## config.mk

```make
export PLATFORM = sky130hd
export DESIGN_NAME = uart_irq_prio
export DESIGN_NICKNAME = d
export VERILOG_FILES = /design/src/rtl/uart_irq_pkg.sv /design/src/rtl/uart_irq_src.sv /design/src/rtl/uart_irq_enc.sv /design/src/rtl/uart_irq_prio.sv
export SDC_FILE = /design/constraint.sdc
export NUM_CORES = 1
export LEC_CHECK = 0
export ABC_AREA = 1
export BUFFER_PORTS_ARGS = -buffer_cell sky130_fd_sc_hd__buf_2
export CAP_MARGIN = 15
export CORE_AREA = 2 2 39 41
export CTS_BUF_LIST = sky130_fd_sc_hd__clkbuf_16
export CTS_CLUSTER_SIZE = 10
export DETAILED_ROUTE_END_ITERATION = 8
export DIE_AREA = 0 0 41 43
export HOLD_SLACK_MARGIN = 0.06
export PLACE_DENSITY = 0.52
export SETUP_SLACK_MARGIN = 0.4
export SLEW_MARGIN = 20
export SYNTH_ARGS = -nofsm -noshare
export SYNTH_HDL_FRONTEND = slang
export SYNTH_HIERARCHICAL = 1
export SYNTH_SLANG_ARGS = --single-unit
```

## constraint.sdc

```tcl
create_clock -name clk_i -period 1.2 [get_ports clk_i]
set_clock_uncertainty 0.05 [all_clocks]
set_input_delay 0.18 -clock clk_i [delete_from_list [all_inputs] [get_ports clk_i]]
set_output_delay 0.18 -clock clk_i [all_outputs]
set_load 0.1 [all_outputs]
```

## src/rtl/uart_irq_pkg.sv

```systemverilog
package uart_irq_pkg;
  localparam int IID_W = 4;

  typedef enum logic [IID_W-1:0] {
    IID_NONE = 4'b0001,
    IID_LINE = 4'b0110,
    IID_RXAV = 4'b0100,
    IID_TMO  = 4'b1100,
    IID_THRE = 4'b0010
  } iid_e;

  typedef struct packed {
    logic line;
    logic rxav;
    logic tmo;
    logic thre;
  } pend_t;
endpackage

```

## src/rtl/uart_irq_src.sv

```systemverilog
module uart_irq_src (
  input  logic clk_i,
  input  logic rst_ni,
  input  logic set_i,
  input  logic clr_i,
  output logic pend_o
);
  logic pend_q;

  always_ff @(posedge clk_i or negedge rst_ni) begin
    if (!rst_ni)      pend_q <= 1'b0;
    else if (set_i)   pend_q <= 1'b1;
    else if (clr_i)   pend_q <= 1'b0;
  end

  assign pend_o = pend_q;


  set_wins_chk: assert property (@(posedge clk_i) disable iff (!rst_ni)
    set_i |=> pend_o);

  clr_takes_chk: assert property (@(posedge clk_i) disable iff (!rst_ni)
    (clr_i && !set_i) |=> !pend_o);
endmodule

```

## src/rtl/uart_irq_enc.sv

```systemverilog
module uart_irq_enc
  import uart_irq_pkg::*;
#(
  parameter int EN_W = 3
) (
  input  pend_t            pend_i,
  input  logic [EN_W-1:0]  en_i,
  output logic [IID_W-1:0] iid_o,
  output logic             irq_o
);
  pend_t vis;

  always_comb begin
    vis.line = pend_i.line & en_i[2];
    vis.rxav = pend_i.rxav & en_i[0];
    vis.tmo  = pend_i.tmo  & en_i[0];
    vis.thre = pend_i.thre & en_i[1];
  end

  always_comb begin
    if (vis.line)      iid_o = IID_LINE;
    else if (vis.rxav) iid_o = IID_RXAV;
    else if (vis.tmo)  iid_o = IID_TMO;
    else if (vis.thre) iid_o = IID_THRE;
    else               iid_o = IID_NONE;
  end

  assign irq_o = |vis;
endmodule

```

## src/rtl/uart_irq_prio.sv

```systemverilog
module uart_irq_prio
  import uart_irq_pkg::*;
#(
  parameter int EN_W            = 3,
  parameter bit THRE_SKIP_RESET = 1'b1
) (
  input  logic            clk_i,
  input  logic            rst_ni,
  input  logic            line_err_i,
  input  logic            rx_lvl_i,
  input  logic            char_tmo_i,
  input  logic            thr_empty_i,
  input  logic            iid_rd_i,
  input  logic            lsr_rd_i,
  input  logic            rbr_rd_i,
  input  logic            thr_wr_i,
  input  logic [EN_W-1:0] en_i,
  output logic [3:0]      iid_o,
  output logic            irq_o
);
  localparam int NSTICKY = 3;
  localparam int S_LINE  = 0;
  localparam int S_TMO   = 1;
  localparam int S_THRE  = 2;

  logic               empty_q;
  logic               thre_rise;
  logic               thre_rd_clr;
  logic [NSTICKY-1:0] set_v, clr_v, pend_v;
  pend_t              pend;
  logic [IID_W-1:0]   iid;

  always_ff @(posedge clk_i or negedge rst_ni) begin
    if (!rst_ni) empty_q <= THRE_SKIP_RESET;
    else         empty_q <= thr_empty_i;
  end

  assign thre_rise   = thr_empty_i & ~empty_q;
  // code is sampled in the read cycle, so only a reported THRE is cleared
  assign thre_rd_clr = iid_rd_i & (iid == IID_THRE);

  assign set_v[S_LINE] = line_err_i;
  assign clr_v[S_LINE] = lsr_rd_i;
  assign set_v[S_TMO]  = char_tmo_i;
  assign clr_v[S_TMO]  = rbr_rd_i;
  assign set_v[S_THRE] = thre_rise;
  assign clr_v[S_THRE] = thr_wr_i | thre_rd_clr;

  for (genvar g = 0; g < NSTICKY; g++) begin : g_src
    uart_irq_src u_src (
      .clk_i  (clk_i),
      .rst_ni (rst_ni),
      .set_i  (set_v[g]),
      .clr_i  (clr_v[g]),
      .pend_o (pend_v[g])
    );
  end

  always_comb begin
    pend.line = pend_v[S_LINE];
    pend.rxav = rx_lvl_i;
    pend.tmo  = pend_v[S_TMO];
    pend.thre = pend_v[S_THRE];
  end

  uart_irq_enc #(.EN_W(EN_W)) u_enc (
    .pend_i (pend),
    .en_i   (en_i),
    .iid_o  (iid),
    .irq_o  (irq_o)
  );

  assign iid_o = iid;


  iid_legal_chk: assert property (@(posedge clk_i) disable iff (!rst_ni)
    iid_o inside {IID_NONE, IID_LINE, IID_RXAV, IID_TMO, IID_THRE});

  line_top_chk: assert property (@(posedge clk_i) disable iff (!rst_ni)
    (pend_v[S_LINE] && en_i[2]) |-> iid_o == IID_LINE);

  irq_match_chk: assert property (@(posedge clk_i) disable iff (!rst_ni)
    irq_o == (iid_o != IID_NONE));

  thre_rd_clr_chk: assert property (@(posedge clk_i) disable iff (!rst_ni)
    (iid_rd_i && iid_o == IID_THRE && !thre_rise) |=> !pend_v[S_THRE]);

  tmo_below_rx_chk: assert property (@(posedge clk_i) disable iff (!rst_ni)
    (rx_lvl_i && en_i[0]) |-> iid_o != IID_TMO);
endmodule

```

# Yosys cells after proc, flatten, opt, wreduce, memory -nomap -nowiden
# Cells that the tools add are included.
[totals] elab_cells=27 ff_bits=4 out_inout_bits=5
[op_classes] bitwise_logic=8 eq_ne=1 muxes=10 n_reduce_logical=4
[ops] op="2-to-1 mux 4 bit" n=3
[ops] op="AND 1 bit" n=6
[ops] op="2-to-1 mux 1 bit" n=6
[ops] op="nonzero test 2 bit" n=3
[ops] op="equality test 4 x 2 -> 1 bit (second input constant)" n=1
[ops] op="OR reduction 4 bit" n=1
[ops] op="2-to-1 mux 2 bit" n=1
[ops] op="NOT 1 bit" n=1
[ops] op="OR 1 bit" n=1

# Logic depth before layout (Yosys ltp)
[logic_depth] word_depth=10 depth_mapped=11

# Cells and area by module
# Netlist, hierarchy kept.
[by_module_without_submodules] module="uart_irq_src" cells_each=5 area_each_um2=40.0 instances=3 seq_area_each_um2=25.0
[by_module_without_submodules] module="uart_irq_enc" cells_each=12 area_each_um2=65.1 instances=1 seq_area_each_um2=0.0
[by_module_without_submodules] module="uart_irq_prio" cells_each=10 area_each_um2=61.3 instances=1 seq_area_each_um2=26.3

# Worst setup path before layout
# No wires, ideal clock.
[synth_path] path_type="register -> register" from="reg g_src[1].u_src.pend_q" to="reg g_src[2].u_src.pend_q" arrival_ns=2.339 setup_slack_ns=-1.254 required_ns=1.085 setup_ns=0.065 synth_period_minus_slack_ns=2.454 path_stages_with_launch=10 cell_sequence="dfrtp_1 nand2_2 nand3_2 nor2_2 inv_1 nand3_1 nand2_1 inv_1 nand2_1 nand2_1"
[synth_via] elab_chain_cells=8
[synth_rtl] item="from (decl)" line="uart_irq_src.sv:8" source="logic pend_q;"
[synth_rtl] item="from (signal assigned)" line="uart_irq_src.sv:11" source="if (!rst_ni) pend_q <= 1'b0;"
[synth_rtl] item="from (signal assigned)" line="uart_irq_src.sv:12" source="else if (set_i) pend_q <= 1'b1;"
[synth_rtl] item="from (signal assigned)" line="uart_irq_src.sv:13" source="else if (clr_i) pend_q <= 1'b0;"
[synth_rtl] item="AND 1 bit" line="uart_irq_enc.sv:16" source="vis.tmo = pend_i.tmo & en_i[0];"
[synth_rtl] item="2-to-1 mux 4 bit" line="uart_irq_enc.sv:23" source="else if (vis.tmo) iid_o = IID_TMO;"
[synth_rtl] item="2-to-1 mux 4 bit" line="uart_irq_enc.sv:22" source="else if (vis.rxav) iid_o = IID_RXAV;"
[synth_rtl] item="2-to-1 mux 4 bit" line="uart_irq_enc.sv:21" source="if (vis.line) iid_o = IID_LINE;"
[synth_rtl] item="net iid_o[2]" line="uart_irq_prio.sv:18" source="output logic [3:0] iid_o,"
[synth_rtl] item="equality test 4 x 2 -> 1 bit" line="uart_irq_prio.sv:40" source="assign thre_rd_clr = iid_rd_i & (iid == IID_THRE);"
[synth_rtl] item="AND 1 bit" line="uart_irq_prio.sv:40"
[synth_rtl] item="OR 1 bit" line="uart_irq_prio.sv:47" source="assign clr_v[S_THRE] = thr_wr_i | thre_rd_clr;"
[synth_rtl] item="net clr_v[2]" line="uart_irq_prio.sv:29" source="logic [NSTICKY-1:0] set_v, clr_v, pend_v;"
[synth_rtl] item="nonzero test 2 bit (no line)"
[synth_rtl] item="to (signal assigned)" line="uart_irq_src.sv:11"
[synth_rtl] item="to (signal assigned)" line="uart_irq_src.sv:12"
[synth_rtl] item="to (signal assigned)" line="uart_irq_src.sv:13"
[synth_rtl] item="to (decl)" line="uart_irq_src.sv:8"
# The timed path passes the listed nets, and every way through them passes these cells.
# A chain may end at the register's enable or synchronous reset.

# Final worst setup path
[layout_path] from="reg g_src[0].u_src.pend_q" to="out iid_o[0]"
[layout_via] elab_chain_cells=2
[layout_rtl] item="from (decl)" line="uart_irq_src.sv:8"
[layout_rtl] item="from (signal assigned)" line="uart_irq_src.sv:11"
[layout_rtl] item="from (signal assigned)" line="uart_irq_src.sv:12"
[layout_rtl] item="from (signal assigned)" line="uart_irq_src.sv:13"
[layout_rtl] item="AND 1 bit" line="uart_irq_enc.sv:14" source="vis.line = pend_i.line & en_i[2];"
[layout_rtl] item="2-to-1 mux 4 bit" line="uart_irq_enc.sv:21"
[layout_rtl] item="to (decl)" line="uart_irq_prio.sv:18"
# Every way passes these cells.

==> results.toml <==
[run_status]
outcome = "complete, but fails checks"
violations = "setup timing"

[layout]
antenna_cells = 0
regArea_um2 = 101
nFillCells = 140
final_cell_count_no_fill = 82
drive_above_1_share_pct = 57.6
final_cell_mix = "buf_2 (12), inv_1 (11), nand2_1 (8)"
nNetsFinal = 80
syn_to_final_growth_pct = 154
utilization_pct = 45.3
final_common_cell = "buf_2"
multi_input_area_um2 = 141

[synth]
syn_area_per_cell_um2 = 6.66
syn_inst = 37
synth.top_cell.area_share_pct = 30.5
ys_seq_area_share_pct = 41.1
yosys_warnings = 6
synth_area_leader_cell = "dfrtp_1"
synth_area_um2 = 246
syn-num-nets = 50
synthTopCellsByArea = "dfrtp_1 (30%), inv_1 (17%), nand2_1 (17%), dfstp_2 (11%), nand2_2 (7.6%)"
yosysUniqueCellTypes = 10
ys_ff_latch = 4

[placed_design]
placed_cells = 72
dp_hpwl_um = 459
io_buffers = 17
place_ws_ns = 0.0172
gp_congestion = 0.591

[detailed_routing]
antenna_left = 0
wl_per_cell_um = 7.30
drt_iter0_drc = 3
num_vias = 301
drcViolationCount = 0
dr.pass1.iters = 2
wl_um = 599
vias_per_cell = 3.67

[setup_path]
cp.arrival_ns = 1.14
r2r_slack_ns = -0.09
reg2reg_from = "g_src[1].u_src/pend_o"
rr_worst_depth = 12
critPathCapture = "iid_o[0]"
crit_start = "g_src[0].u_src/pend_o"
cp_max_fo = 4
required_ns = 0.97
endpoint_kind = "output port"
start_kind = "flip-flop"
reg2reg_to = "g_src[2].u_src/pend_o"
crit_type = "reg2out"

[pwr]
power_mw = 0.989
powerDensity_nw_per_um2 = 1580
p_leak_nw = 0.348
ir_drop_mv = 0.884

[flow_run]
maxCapViolations = 0

[die]
row_count = 14
initial_utilization_pct = 17.8
die_w_um = 41
core_um2 = 1380
die_y_um = 43
dieArea_um2 = 1760
boundaryPins = 18

[sta]
tightestPinTransition_ns = 0.146
hold_viol_final = 0
rsz0062_at_grt = "true"
setup_viol = 6
min_period_over_period_pct = 114
layout_setup_ws_ns = -0.168
slew_headroom_pct = 90.2
slew_viol_final = 0
fin_hold_ws_ns = 0.0861
fmax_mhz = 731
fin_crit_ns = 1.37

[cts]
cts_tree = "built"
htree_levels = 1
numCtsBuffers = 3
root_buffer = "clkbuf_16"
clock-sinks = 4
clk_pin_slew_ns = 0.03
clockBufferDepth = 2
clk_latency_ns = 0.23

[grt]
grtUsageTotal_pct = 9.37
grt_pass1_wl_um = 1100
grt_max_degree = 5
grt_pass1_vias = 300
antenna_found_initial = 0
grt_remaining_overflow = 0

[min_path]
hp-class = "in2reg"
==> Yosys cell counts, drive strengths merged <==
library cell,number
dfstp,1
nand4,1
dfrtp,3
inv,11
nand3,3
nand2,14
nor2,4
==> where the power goes <==
part	total, mW	internal (mW)	switching, mW
combinational	0.309	0.128	0.181
clock	0.527	0.430	0.0970
sequential	0.153	0.147	0.00592
total	0.989	0.705	0.284
==> registers in the layout, indices dropped and copies added, names as in the netlist <==
name	count
g_src.u_src/pend_o	3
empty_q	1
==> per-layer routing <==
layer	global-route usage, %	part of all wire, %
met5	0	0
met4	8.00	0
met3	1.57	3.7
met2	15.3	59
met1	9.42	37
==> timing repair <==
action | 4_1_cts | 5_1_grt
pin swaps | 10 | 4
cloned | 0 | 0
gates resized for setup | 10 | 2
buffers inserted | 4 | 0
endpoints found under the setup margin | 6 | 7
hold buffers | 2 | 0
hold endpoints to repair | 5 | 0
==> final cells by class <==
cell class,count,share of cell area [%]
repair buffers,25,38.9
multi-input cells,22,22.6
flip-flops and latches,4,16.2
clock buffers,3,12.0
inverters,11,6.59
well taps,16,3.19
clock inverters,1,0.599
==> worst max-delay path, stage by stage, from the launching register on <==
cell and delay [ns]:
dfrtp_1 0.37, nand2_2 0.12, nand3_4 0.11, nor2_4 0.13, buf_12 0.18
==> per-stage QoR <==
stage / instance area [um^2] / setup TNS, ns
after floorplan: 262 / -2.09
after global placement: 457 / 0
after detailed placement: 457 / 0
after CTS: 618 / -0.963
after global routing: 627 / -1.27
final: 627 / -0.833
==> logic make-up (layout without fill, tap and decap cells) <==
logic type / count (synthesis) / after routing / share of synthesized area (%)
buffers and inverters: 11 / 40 / 16.8
flip-flops: 4 / 4 / 41.1
AND/OR/NAND/NOR: 22 / 22 / 42.1
==> worst min-delay path by stage <==
| stage | start | to | slack, ns | depth (start not counted) |
|---|---|---|---|---|
| global route | char_tmo_i | g_src[1].u_src/pend_o | 0.10 | 3 |
| detailed placement | rst_ni | g_src[0].u_src/pend_o | -0.06 | 1 |
| CTS | char_tmo_i | g_src[1].u_src/pend_o | 0.08 | 3 |
| global placement | rst_ni | g_src[2].u_src/pend_o | -0.06 | 1 |
| finish | char_tmo_i | g_src[1].u_src/pend_o | 0.09 | 3 |
| floorplan | rst_ni | g_src[0].u_src/pend_o | -0.17 | 0 |
No activity file was read; power rests on OpenSTA's default activity.
